File: src/rtl/mdm_pkg.sv
package mdm_pkg;
  localparam int unsigned STAT_CNT = 2;
  localparam int unsigned IDX_CTS  = 0;
  localparam int unsigned IDX_DCD  = 1;

  typedef struct packed {
    logic auto_en;
    logic async_mode;
    logic rts;
    logic dtr;
    logic req_sel;
  } mdm_cfg_t;
endpackage

File: src/rtl/mdm_stat_sync.sv
module mdm_stat_sync #(
  parameter int unsigned STAGES = 2
) (
  input  logic clk,
  input  logic rst,
  input  logic pin_n,
  input  logic clr,
  output logic lvl,
  output logic evt
);
  localparam int unsigned TOP = STAGES - 1;

  logic [STAGES-1:0] chain_q;
  logic              prev_q;

  always_ff @(posedge clk) begin
    if (rst) chain_q <= '1;
    else     chain_q <= {chain_q[STAGES-2:0], pin_n};
  end

  assign lvl = chain_q[TOP];

  always_ff @(posedge clk) begin
    if (rst) begin
      prev_q <= 1'b1;
      evt    <= 1'b0;
    end else begin
      prev_q <= lvl;
      if (lvl != prev_q) evt <= 1'b1;
      else if (clr)      evt <= 1'b0;
    end
  end

  assert_edge_flag_R5: assert property (@(posedge clk) disable iff (rst)
    (lvl != $past(lvl)) |=> evt);
  assert_clear_R6: assert property (@(posedge clk) disable iff (rst)
    (clr && lvl == $past(lvl)) |=> !evt);
  assert_sticky_R6: assert property (@(posedge clk) disable iff (rst)
    (evt && !clr) |=> evt);
endmodule

File: src/rtl/mdm_rts_ctl.sv
module mdm_rts_ctl (
  input  logic clk,
  input  logic rst,
  input  logic rts_bit,
  input  logic hold_mode,
  input  logic tx_all_sent,
  output logic rts_n
);
  always_ff @(posedge clk) begin
    if (rst)                          rts_n <= 1'b1;
    else if (rts_bit)                 rts_n <= 1'b0;
    else if (hold_mode && !tx_all_sent) rts_n <= rts_n;
    else                              rts_n <= 1'b1;
  end

  assert_rts_set_R7: assert property (@(posedge clk) disable iff (rst)
    rts_bit |=> !rts_n);
  assert_rts_hold_R8: assert property (@(posedge clk) disable iff (rst)
    (hold_mode && !rts_bit && !tx_all_sent && !rts_n) |=> !rts_n);
  assert_rts_follow_R9: assert property (@(posedge clk) disable iff (rst)
    !hold_mode |=> (rts_n == !$past(rts_bit)));
endmodule

File: src/rtl/mdm_dtr_sel.sv
module mdm_dtr_sel (
  input  logic clk,
  input  logic rst,
  input  logic req_sel,
  input  logic dtr_bit,
  input  logic req_active,
  output logic pin_n
);
  always_ff @(posedge clk) begin
    if (rst)          pin_n <= 1'b1;
    else if (req_sel) pin_n <= !req_active;
    else              pin_n <= !dtr_bit;
  end

  assert_dtr_mode_R10: assert property (@(posedge clk) disable iff (rst)
    !req_sel |=> (pin_n == !$past(dtr_bit)));
  assert_req_idle_R11: assert property (@(posedge clk) disable iff (rst)
    (req_sel && !req_active) |=> pin_n);
endmodule

File: src/rtl/mdm_handshake.sv
module mdm_handshake
  import mdm_pkg::*;
#(
  parameter int unsigned SYNC_STAGES = 2
) (
  input  logic clk,
  input  logic rst,
  input  logic cts_n_i,
  input  logic dcd_n_i,
  input  logic tx_en_bit,
  input  logic rx_en_bit,
  input  logic auto_en_bit,
  input  logic async_bit,
  input  logic rts_bit,
  input  logic dtr_bit,
  input  logic dtr_req_sel,
  input  logic tx_all_sent,
  input  logic tx_buf_empty,
  input  logic clr_ext_stat,
  output logic tx_enable,
  output logic rx_enable,
  output logic rts_n_o,
  output logic dtr_req_n_o,
  output logic cts_lvl,
  output logic dcd_lvl,
  output logic cts_evt,
  output logic dcd_evt,
  output logic ext_irq
);
  mdm_cfg_t            cfg;
  logic [STAT_CNT-1:0] pins_n;
  logic [STAT_CNT-1:0] lvl_v;
  logic [STAT_CNT-1:0] evt_v;
  logic                tx_go;
  logic                rx_go;

  assign cfg = '{auto_en: auto_en_bit, async_mode: async_bit, rts: rts_bit,
                 dtr: dtr_bit, req_sel: dtr_req_sel};

  assign pins_n[IDX_CTS] = cts_n_i;
  assign pins_n[IDX_DCD] = dcd_n_i;

  for (genvar g = 0; g < STAT_CNT; g++) begin : g_stat
    mdm_stat_sync #(.STAGES(SYNC_STAGES)) u_sync (
      .clk  (clk),
      .rst  (rst),
      .pin_n(pins_n[g]),
      .clr  (clr_ext_stat),
      .lvl  (lvl_v[g]),
      .evt  (evt_v[g])
    );
  end

  assign tx_go = tx_en_bit && (!cfg.auto_en || !lvl_v[IDX_CTS]);
  assign rx_go = rx_en_bit && (!cfg.auto_en || !lvl_v[IDX_DCD]);

  always_ff @(posedge clk) begin
    if (rst) begin
      tx_enable <= 1'b0;
      rx_enable <= 1'b0;
    end else begin
      tx_enable <= tx_go;
      rx_enable <= rx_go;
    end
  end

  mdm_rts_ctl u_rts (
    .clk        (clk),
    .rst        (rst),
    .rts_bit    (cfg.rts),
    .hold_mode  (cfg.async_mode && cfg.auto_en),
    .tx_all_sent(tx_all_sent),
    .rts_n      (rts_n_o)
  );

  mdm_dtr_sel u_dtr (
    .clk       (clk),
    .rst       (rst),
    .req_sel   (cfg.req_sel),
    .dtr_bit   (cfg.dtr),
    .req_active(tx_buf_empty && tx_go),
    .pin_n     (dtr_req_n_o)
  );

  assign cts_lvl = lvl_v[IDX_CTS];
  assign dcd_lvl = lvl_v[IDX_DCD];
  assign cts_evt = evt_v[IDX_CTS];
  assign dcd_evt = evt_v[IDX_DCD];
  assign ext_irq = |evt_v;

  assert_tx_gate_R2: assert property (@(posedge clk) disable iff (rst)
    (auto_en_bit && cts_lvl) |=> !tx_enable);
  assert_tx_free_R3: assert property (@(posedge clk) disable iff (rst)
    !auto_en_bit |=> (tx_enable == $past(tx_en_bit)));
  assert_rx_gate_R4: assert property (@(posedge clk) disable iff (rst)
    (auto_en_bit && dcd_lvl) |=> !rx_enable);
  assert_reset_R12: assert property (@(posedge clk)
    rst |=> (!tx_enable && !rx_enable && rts_n_o && dtr_req_n_o && !ext_irq));
endmodule

File: config.mk
export PLATFORM = sky130hd
export DESIGN_NAME = mdm_handshake
export DESIGN_NICKNAME = d
export VERILOG_FILES = /design/src/rtl/mdm_pkg.sv /design/src/rtl/mdm_stat_sync.sv /design/src/rtl/mdm_rts_ctl.sv /design/src/rtl/mdm_dtr_sel.sv /design/src/rtl/mdm_handshake.sv
export SDC_FILE = /design/constraint.sdc
export NUM_CORES = 1
export LEC_CHECK = 0
export ABC_AREA = 1
export BUFFER_PORTS_ARGS = -buffer_cell sky130_fd_sc_hd__buf_2
export CORE_AREA = 2 2 39 41
export CTS_CLUSTER_SIZE = 16
export DETAILED_ROUTE_END_ITERATION = 10
export DIE_AREA = 0 0 41 43
export PLACE_DENSITY_LB_ADDON = 0.2
export SYNTH_ARGS = -nofsm -noshare
export SYNTH_HDL_FRONTEND = slang
export SYNTH_SLANG_ARGS = --single-unit
File: constraint.sdc
create_clock -name clk -period 2.1 [get_ports clk]
set_input_delay 0.315 -clock clk [delete_from_list [all_inputs] [get_ports clk]]
set_output_delay 0.315 -clock clk [all_outputs]
set_load 0.05 [all_outputs]
==> impl_metrics.env, run 1 <==
export IMPL_initial_core_util=0.3029
export IMPL_first_iter_violations=2
export IMPL_synth_seq_cells=12
export IMPL_avgSynthCellArea_sq_um=7.909
export IMPL_met2WireLength_microns=305
export IMPL_drv_slew=0
export IMPL_hp_class="in -> reg"
export IMPL_numCtsBuffers=3
export IMPL_clock_path_buffers=2
export IMPL_place_gp_congestion=0.5954
export IMPL_run_status="completed"
export IMPL_yosys_top_cells_area="dfxtp_1 (57%), nand2_1 (16%), inv_1 (8.1%)"
export IMPL_area_growth_pct=39.70
export IMPL_ys_seq_area_frac=0.5731
export IMPL_max_freq_mhz=722.9
export IMPL_crit_path_start="g_stat[1].u_sync.evt"
export IMPL_path_clk_slew_ps=70
export IMPL_ctsRootBufferMaster="clkbuf_4"
export IMPL_synth_edf_count=0
export IMPL_wl_per_cell_microns=7.158
export IMPL_rows=14
export IMPL_track_usage=0.08999
export IMPL_grt_pass1_wl_microns=1055
export IMPL_postCtsSetupRepairBufs=0
export IMPL_clock_latency_ps=260
export IMPL_cts_tree="built"
export IMPL_postSynthCellCount=53
export IMPL_wl_met3_microns=66
export IMPL_overflow=0
export IMPL_maxCapViolCount=0
export IMPL_htree_levels=1
export IMPL_postRouteAntennaNets=0
export IMPL_die_area_sq_um=1763
export IMPL_vias=371
export IMPL_clock_skew_final_ps=2.055
export IMPL_wl_met1_microns=309
export IMPL_die_h_microns=43
export IMPL_dieWidth_microns=41
export IMPL_p_leak_nw=0.3482
export IMPL_grt_pass1_vias=278
export IMPL_cp_arrival_ps=1070
export IMPL_yosys_area_top_type="dfxtp_1"
export IMPL_dp_hpwl_microns=550.4
export IMPL_via_per_inst=3.905
export IMPL_timing_rr_start="g_stat[1].u_sync.chain_q[1]"
export IMPL_io_buffers=22
export IMPL_antenna_cells=0
export IMPL_finalPower_uw=496.8
export IMPL_rr_endpoint="g_stat[1].u_sync.evt"
export IMPL_tightest_slew_ps=248.7
export IMPL_io_pins=23
export IMPL_relSlewSlack=0.8354
export IMPL_worstSetupStartpointType="register"
export IMPL_tns_ps=0
export IMPL_grt_start_max_net_pins=8
export IMPL_critical_path_class="reg -> out"
export IMPL_cp_required_ps=1780
export IMPL_antenna_found_initial=0
export IMPL_path_max_fanout=3
export IMPL_cts_hold_buf=0
export IMPL_core_sq_um=1384
export IMPL_finalHoldViolations=0
export IMPL_cts_sinks=12
export IMPL_fin_crit_sh=0.6587
export IMPL_fillCellCount=151
export IMPL_yosysUniqueCellTypes=10
export IMPL_fin_crit_ps=1383
export IMPL_async_flop_share=0
export IMPL_setup_viol_count_final=0
export IMPL_power_density_nw_per_um2=848.4
export IMPL_cp_endpoint="ext_irq"
export IMPL_syn_area_sq_um=419.2
export IMPL_synth_ff_type="dfxtp_1"
export IMPL_hold_ws_ps=218.2
export IMPL_rrSetupSlack_ps=1360
export IMPL_post_cts_resized=0
export IMPL_rsz0062_at_grt="no"
export IMPL_yosys_warnings=0
export IMPL_wl_microns=680
export IMPL_critPathCaptureType="output port"
export IMPL_synth_fp_nets=67
export IMPL_synthTopCellsByCount="nand2_1 (18), dfxtp_1 (12), inv_1 (9)"
export IMPL_first_pass_iters=2
export IMPL_drc=0
export IMPL_yosysTopAreaCellShare=0.5731
export IMPL_yosysMostFrequentCell="nand2_1"
export IMPL_nets=94
export IMPL_drive_gt1_frac=0.3671
export IMPL_r2r_cells=5
export IMPL_top_layer="met3"
export IMPL_peakVddDrop_uv=364.5
==> worst max-delay path, stage by stage, from the launching register on <==
cell and delay (ps):
dfxtp_1 320, or2_2 280, buf_2 210
==> kinds of logic after synthesis <==
| kind of cell | after synthesis | synth area share |
|---|---|---|
| AND/OR/NAND/NOR | 29 | 0.2985 |
| AO/OA/AOI/OAI | 2 | 0.03882 |
| buffers and inverters | 10 | 0.08954 |
| flip-flops | 12 | 0.5731 |
==> cell type report <==
cell class                 count  area, sq um  share of cell area
tap                           16        20.02             0.03419
clock buffer                   4        36.28             0.06197
sequential                    12        240.2              0.4103
timing repair buffer          22        110.1              0.1880
multi-input combinational     31        141.4              0.2415
inverter                      10        37.54             0.06410
==> stage by stage <==
stage / setup WS (ps) / cell area (sq um) / std cells / utilization
finish: 716.7 / 585.6 / 95 / 0.4231
global route: 652.0 / 585.6 / 95 / 0.4231
CTS: 699.9 / 585.6 / 95 / 0.4231
detailed placement: 1002 / 549.3 / 91 / 0.3969
global placement: 1007 / 549.3 / 91 / 0.3969
floorplan: 802.3 / 419.2 / 53 / -
==> state kept, by name, summed over array words and instances, names as in the netlist <==
signal,count
tx_enable,1
g_stat.u_sync.chain_q,4
u_dtr.pin_n,1
u_rts.rts_n,1
rx_enable,1
g_stat.u_sync.evt,2
g_stat.u_sync.prev_q,2
==> layout by cell type, fill, tap and decap left out <==
master	synthesis	final
clkbuf_8	0	1
dfxtp_1	12	12
inv_1	9	9
buf_2	0	22
a21oi_2	1	1
nor2_1	3	3
nand3_1	3	3
nand2_1	18	18
or2_2	1	1
clkbuf_4	0	3
inv_2	1	1
o21bai_1	1	1
or2_1	4	4
==> where the power goes <==
group          switching, mW  internal (mW)
Sequential           0.00417          0.238
Combinational         0.0527         0.0245
Clock                 0.0720          0.105
==> layer usage <==
metal	GRT usage	vias up
li1	-	208
met1	0.1250	148
met2	0.1125	15
met3	0.03141	0
met4	0.06000	0
met5	0	-
==> worst min path at each step <==
stage	endpoint	slack, ps	cells past startpoint	start
after global routing	g_stat[1].u_sync.chain_q[0]	210	2	dcd_n_i
after detailed placement	g_stat[0].u_sync.chain_q[1]	390	1	g_stat[0].u_sync.chain_q[0]
after global placement	g_stat[1].u_sync.chain_q[1]	390	1	g_stat[1].u_sync.chain_q[0]
after floorplan	g_stat[0].u_sync.chain_q[1]	380	1	g_stat[0].u_sync.chain_q[0]
after CTS	g_stat[0].u_sync.chain_q[0]	210	2	cts_n_i
final	g_stat[0].u_sync.chain_q[0]	220	2	cts_n_i
Note: power is estimated with default switching activity, not from simulation.
==> run 2, diff against run 1 <==
==> constraint.sdc (replaced) <==
create_clock -name clk -period 1.2 [get_ports clk]
set_input_delay 0.18 -clock clk [delete_from_list [all_inputs] [get_ports clk]]
set_output_delay 0.18 -clock clk [all_outputs]
set_load 0.05 [all_outputs]
==> run 2 against run 1 <==
Effect of this change:
- global-route usage increased by 0.20 points
- sequential share of layout area decreased by 0.61 points
- critical path type unchanged
- routed wire length increased by 2.1%
- non-clock buffer count unchanged
- largest cell class unchanged
- combinational power increased by 88%
- first-iteration DRC count unchanged
- clock-buffer cell count unchanged
- flip-flop and latch count unchanged
- critical endpoint unchanged
- via count increased by 0.81%
==> impl_metrics.env, run 2 (synthesized netlist as in run 1, its figures left out) <==
export IMPL_path_clk_slew_ps=70
export IMPL_via_per_inst=3.937
export IMPL_layout_commonest_cell="buf_2"
export IMPL_vias=374
export IMPL_top_regs="g_stat.u_sync.chain_q: 4 flops, g_stat.u_sync.evt: 2 flops, g_stat.u_sync.prev_q: 2 flops"
export IMPL_top_register="g_stat.u_sync.chain_q"
export IMPL_met1_usage=0.1250
export IMPL_cts_sinks=12
export IMPL_initial_core_util=0.3029
export IMPL_path_max_fanout=3
export IMPL_drive_gt1_frac=0.3924
export IMPL_hp_class="in -> reg"
export IMPL_postRouteAntennaNets=0
export IMPL_fin_crit_ps=1165
export IMPL_run_status="completed"
export IMPL_grt_start_max_net_pins=8
export IMPL_die_area_sq_um=1763
export IMPL_fin_ws_ps=34.96
export IMPL_antenna_cells=0
export IMPL_cp_required_ps=1020
export IMPL_drv_slew=0
export IMPL_nets=94
export IMPL_wl_per_cell_microns=7.305
export IMPL_die_h_microns=43
export IMPL_fin_crit_sh=0.9709
export IMPL_met2_usage=0.1188
export IMPL_p_leak_nw=0.3508
export IMPL_dieWidth_microns=41
export IMPL_fillCellCount=148
export IMPL_path_delay_family="flip-flops"
export IMPL_worstSetupStartpointType="register"
export IMPL_relSlewSlack=0.8354
export IMPL_clock_path_buffers=2
export IMPL_finalHoldViolations=0
export IMPL_numCtsBuffers=3
export IMPL_overflow=0
export IMPL_max_freq_mhz=858.3
export IMPL_peakVddDrop_uv=637.8
export IMPL_place_gp_congestion=0.5955
export IMPL_cp_arrival_ps=990
export IMPL_rsz0062_at_grt="yes"
export IMPL_hold_ws_ps=83.16
export IMPL_io_pins=23
export IMPL_top_usage_layer="met1"
export IMPL_critical_path_max_stage_delay_ps=330
export IMPL_final_cell_mix="buf_2 (21), nand2_1 (18), dfxtp_1 (10)"
export IMPL_power_density_nw_per_um2=1466
export IMPL_antenna_found_initial=0
export IMPL_track_usage=0.09201
export IMPL_largest_reg_flops=4
export IMPL_grt_pass1_vias=284
export IMPL_first_iter_violations=2
export IMPL_cp_num_buf_inv=1
export IMPL_io_buffers=22
export IMPL_setup_viol_count_final=0
export IMPL_grtUsageMet3=0.03141
export IMPL_first_pass_iters=2
export IMPL_critical_path_class="reg -> out"
export IMPL_htree_levels=1
export IMPL_ctsRootBufferMaster="clkbuf_4"
export IMPL_core_sq_um=1384
export IMPL_path_cells="or2_4 -> buf_8"
export IMPL_rows=14
export IMPL_cts_tree="built"
export IMPL_dp_slack_ps=237.0
export IMPL_tightest_slew_ps=248.7
export IMPL_area_growth_pct=43.28
export IMPL_wl_microns=694
export IMPL_dp_hpwl_microns=550.4
export IMPL_cpMaxStageDelayCell="dfxtp_2"
export IMPL_clock_latency_ps=260
export IMPL_clock_skew_final_ps=2.055
export IMPL_drc=0
export IMPL_grt_pass1_wl_microns=1076
export IMPL_maxCapViolCount=0
export IMPL_postCtsSetupRepairBufs=0
export IMPL_utilization=0.4340
export IMPL_critPathCaptureType="output port"
run 2: cell count changes in the layout (fill, tap and decap cells not counted):
| cell | change |
|---|---|
| buf_2 | -1 |
| or2_4 | +1 |
| or2_2 | -1 |
| buf_8 | +1 |
| dfxtp_2 | +2 |
| dfxtp_1 | -2 |
run 2: path summary, 6_finish.rpt:
path                                                   from                          end  slack, ps  cells after the start
worst max register to register  g_stat[1].u_sync.chain_q[1]         g_stat[1].u_sync.evt        460                      5
worst min register to register  g_stat[1].u_sync.chain_q[0]  g_stat[1].u_sync.chain_q[1]        410                      1
worst min-delay path                                cts_n_i  g_stat[0].u_sync.chain_q[0]         80                      2
worst max-delay path                   g_stat[0].u_sync.evt                      ext_irq         30                      2
run 2: worst register-to-register path, cell delays in order (launching register included):
cell and delay (ps):
dfxtp_1 380, inv_1 70, nand2_1 50, nand3_1 60
nand2_1 50, inv_1 30
run 2: stage by stage:
stage | instance area [sq um] | cells | TNS, ps | total power [mW]
final | 600.6 | 95 | 0 | 0.8805
after global routing | 600.6 | 95 | -5.450 | 0.9289
after CTS | 599.3 | 95 | 0 | 0.8972
after detailed placement | 549.3 | 91 | 0 | 0.5707
after global placement | 549.3 | 91 | 0 | 0.5692
after floorplan | 419.2 | 53 | 0 | 0.5259
run 2: layout make-up:
| class | count | area (sq um) | area share |
|---|---|---|---|
| clock buffers | 4 | 36.28 | 0.06042 |
| well taps | 16 | 20.02 | 0.03333 |
| flip-flops and latches | 12 | 242.7 | 0.4042 |
| repair buffers | 22 | 120.1 | 0.2000 |
| multi-input cells | 31 | 143.9 | 0.2396 |
| inverters | 10 | 37.54 | 0.06250 |
run 2: power breakdown:
| part | total, mW | internal (mW) | switching (mW) |
|---|---|---|---|
| combinational | 0.145 | 0.0511 | 0.0938 |
| sequential | 0.425 | 0.418 | 0.00780 |
| clock | 0.310 | 0.184 | 0.126 |
run 2: what timing repair did:
| item | in CTS | in global routing |
|---|---|---|
| pin swaps | 0 | 1 |
| endpoints found under the hold margin | 0 | 0 |
| hold buffers | 0 | 0 |
| endpoints found under the setup margin | 1 | 1 |
| resized for setup | 5 | 1 |
run 2: routing by layer:
layer,vias to the layer above,routed length (microns)
met1,152,306
li1,207,-
met3,0,66
met5,-,0
met4,0,0
met2,15,321
==> run 3, diff against run 2 <==
--- a/config.mk
+++ b/config.mk
@@ -12,6 +12,7 @@
 export DETAILED_ROUTE_END_ITERATION = 10
 export DIE_AREA = 0 0 41 43
 export PLACE_DENSITY_LB_ADDON = 0.2
+export SETUP_SLACK_MARGIN = 0.3
 export SYNTH_ARGS = -nofsm -noshare
 export SYNTH_HDL_FRONTEND = slang
 export SYNTH_SLANG_ARGS = --single-unit
==> run 3 against run 2 <==
Effect of this change:
- clock power down 26%
- die area unchanged
- critical path depth unchanged
- via count increased by 1.9%
- critical path type unchanged
==> impl_metrics.env, run 3 (synthesized netlist as in run 1, its figures left out) <==
export IMPL_hp_class="in -> reg"
export IMPL_io_pins=23
export IMPL_first_iter_violations=4
export IMPL_antenna_found_initial=0
export IMPL_clock_skew_final_ps=1.094
export IMPL_place_area_sq_um=554.3
export IMPL_postRouteAntennaNets=0
export IMPL_setup_viol_count_final=0
export IMPL_tightest_slew_ps=111.9
export IMPL_core_sq_um=1384
export IMPL_fillCellCount=139
export IMPL_grt_start_max_net_pins=8
export IMPL_antenna_cells=0
export IMPL_fin_crit_ps=1154
export IMPL_finalPower_uw=841.6
export IMPL_tns_ps=0
export IMPL_final_cells=98
export IMPL_area_growth_pct=68.66
export IMPL_cts_hold_buf=0
export IMPL_wl_per_cell_microns=7.592
export IMPL_critical_path_class="reg -> out"
export IMPL_htree_levels=1
export IMPL_p_sw_frac=0.2650
export IMPL_multi_input_area_sq_um=143.9
export IMPL_rows=14
export IMPL_fin_crit_sh=0.9616
export IMPL_path_clk_slew_ps=60
export IMPL_p_seq_frac=0.511
export IMPL_drv_slew=0
export IMPL_dp_cells=91
export IMPL_wl_microns=744
export IMPL_grt_pass1_wl_microns=1269
export IMPL_die_area_sq_um=1763
export IMPL_first_pass_iters=2
export IMPL_finalInstanceArea_sq_um=706.9
export IMPL_via_per_inst=3.888
export IMPL_p_int_uw=618.6
export IMPL_numCtsBuffers=3
export IMPL_io_buffers=22
export IMPL_die_h_microns=43
export IMPL_vias=381
export IMPL_track_usage=0.1131
export IMPL_cp_arrival_ps=970
export IMPL_top_regs="g_stat.u_sync.chain_q: 4 flops, g_stat.u_sync.evt: 2 flops, g_stat.u_sync.prev_q: 2 flops"
export IMPL_top_register="g_stat.u_sync.chain_q"
export IMPL_hold_ws_ps=88.21
export IMPL_worstSetupStartpointType="register"
export IMPL_cp_required_ps=1020
export IMPL_critPathCaptureType="output port"
export IMPL_max_freq_mhz=866.7
export IMPL_largest_reg_flops=4
export IMPL_utilization=0.5109
export IMPL_finalHoldViolations=0
export IMPL_ff_latch_area_sq_um=252.7
export IMPL_path_max_fanout=3
export IMPL_layout_commonest_cell="nand2_1"
export IMPL_dp_slack_ps=229.1
export IMPL_fin_ws_ps=46.14
export IMPL_grt_pass1_vias=352
export IMPL_overflow=0
export IMPL_nets=98
export IMPL_initial_core_util=0.3029
export IMPL_peakVddDrop_uv=730.8
export IMPL_drive_gt1_frac=0.4878
export IMPL_rsz0062_at_grt="yes"
export IMPL_place_gp_congestion=0.5455
export IMPL_maxCapViolCount=0
export IMPL_clock_path_buffers=2
export IMPL_cts_tree="built"
export IMPL_p_comb_frac=0.216
export IMPL_dieWidth_microns=41
export IMPL_drc=0
export IMPL_power_switching_uw=223.0
export IMPL_clock_latency_ps=260
export IMPL_p_leak_nw=0.3890
export IMPL_final_cell_mix="nand2_1 (18), buf_2 (13), inv_1 (9)"
export IMPL_dp_hpwl_microns=557.6
export IMPL_relSlewSlack=0.9252
export IMPL_ctsRootBufferMaster="clkbuf_4"
export IMPL_power_density_nw_per_um2=1190
export IMPL_clkPwrFrac=0.273
export IMPL_run_status="completed"
export IMPL_cts_sinks=12
-- run 3: changes by cell type in the layout (fill, tap and decap cells not counted), sizes merged --
cell,delta
clkbuf,-1
buf,+4
-- run 3: area by class of cell --
cell class / instances / area share
clock buffers: 3 / 0.03186
inverters: 10 / 0.05310
multi-input cells: 31 / 0.2035
flip-flops and latches: 12 / 0.3575
well taps: 16 / 0.02832
repair buffers: 26 / 0.3257
-- run 3: path summary, 6_finish.rpt --
check	depth (start not counted)	slack, ps	from	endpoint
max	2	50	g_stat[1].u_sync.evt	ext_irq
max reg2reg	6	330	g_stat[0].u_sync.evt	g_stat[0].u_sync.evt
min reg2reg	1	400	g_stat[0].u_sync.chain_q[0]	g_stat[0].u_sync.chain_q[1]
min	2	90	cts_n_i	g_stat[0].u_sync.chain_q[0]
-- run 3: critical path, cell delays in order, from the launching register on --
cell     delay, ps
dfxtp_2        340
or2_4          230
buf_8          150
-- run 3: power by group through the flow --
stage	clock network [mW]	logic, mW	registers (mW)
CTS	0.249	0.177	0.429
global placement	0	0.136	0.435
global route	0.268	0.197	0.432
detailed placement	0	0.137	0.436
finish	0.230	0.182	0.430
floorplan	0	0.0442	0.483
-- run 3: timing repair --
action | in CTS | in global routing
pin swaps | 1 | 0
resized for setup | 30 | 3
setup buffers | 3 | 1
endpoints found under the setup margin | 9 | 9
-- run 3: layer usage --
| metal | vias up | routed length [microns] | track usage |
|---|---|---|---|
| li1 | 212 | - | - |
| met5 | - | 0 | 0 |
| met2 | 18 | 361 | 0.1594 |
| met4 | 0 | 0 | 0.04000 |
| met3 | 0 | 84 | 0.09424 |
| met1 | 151 | 298 | 0.1213 |
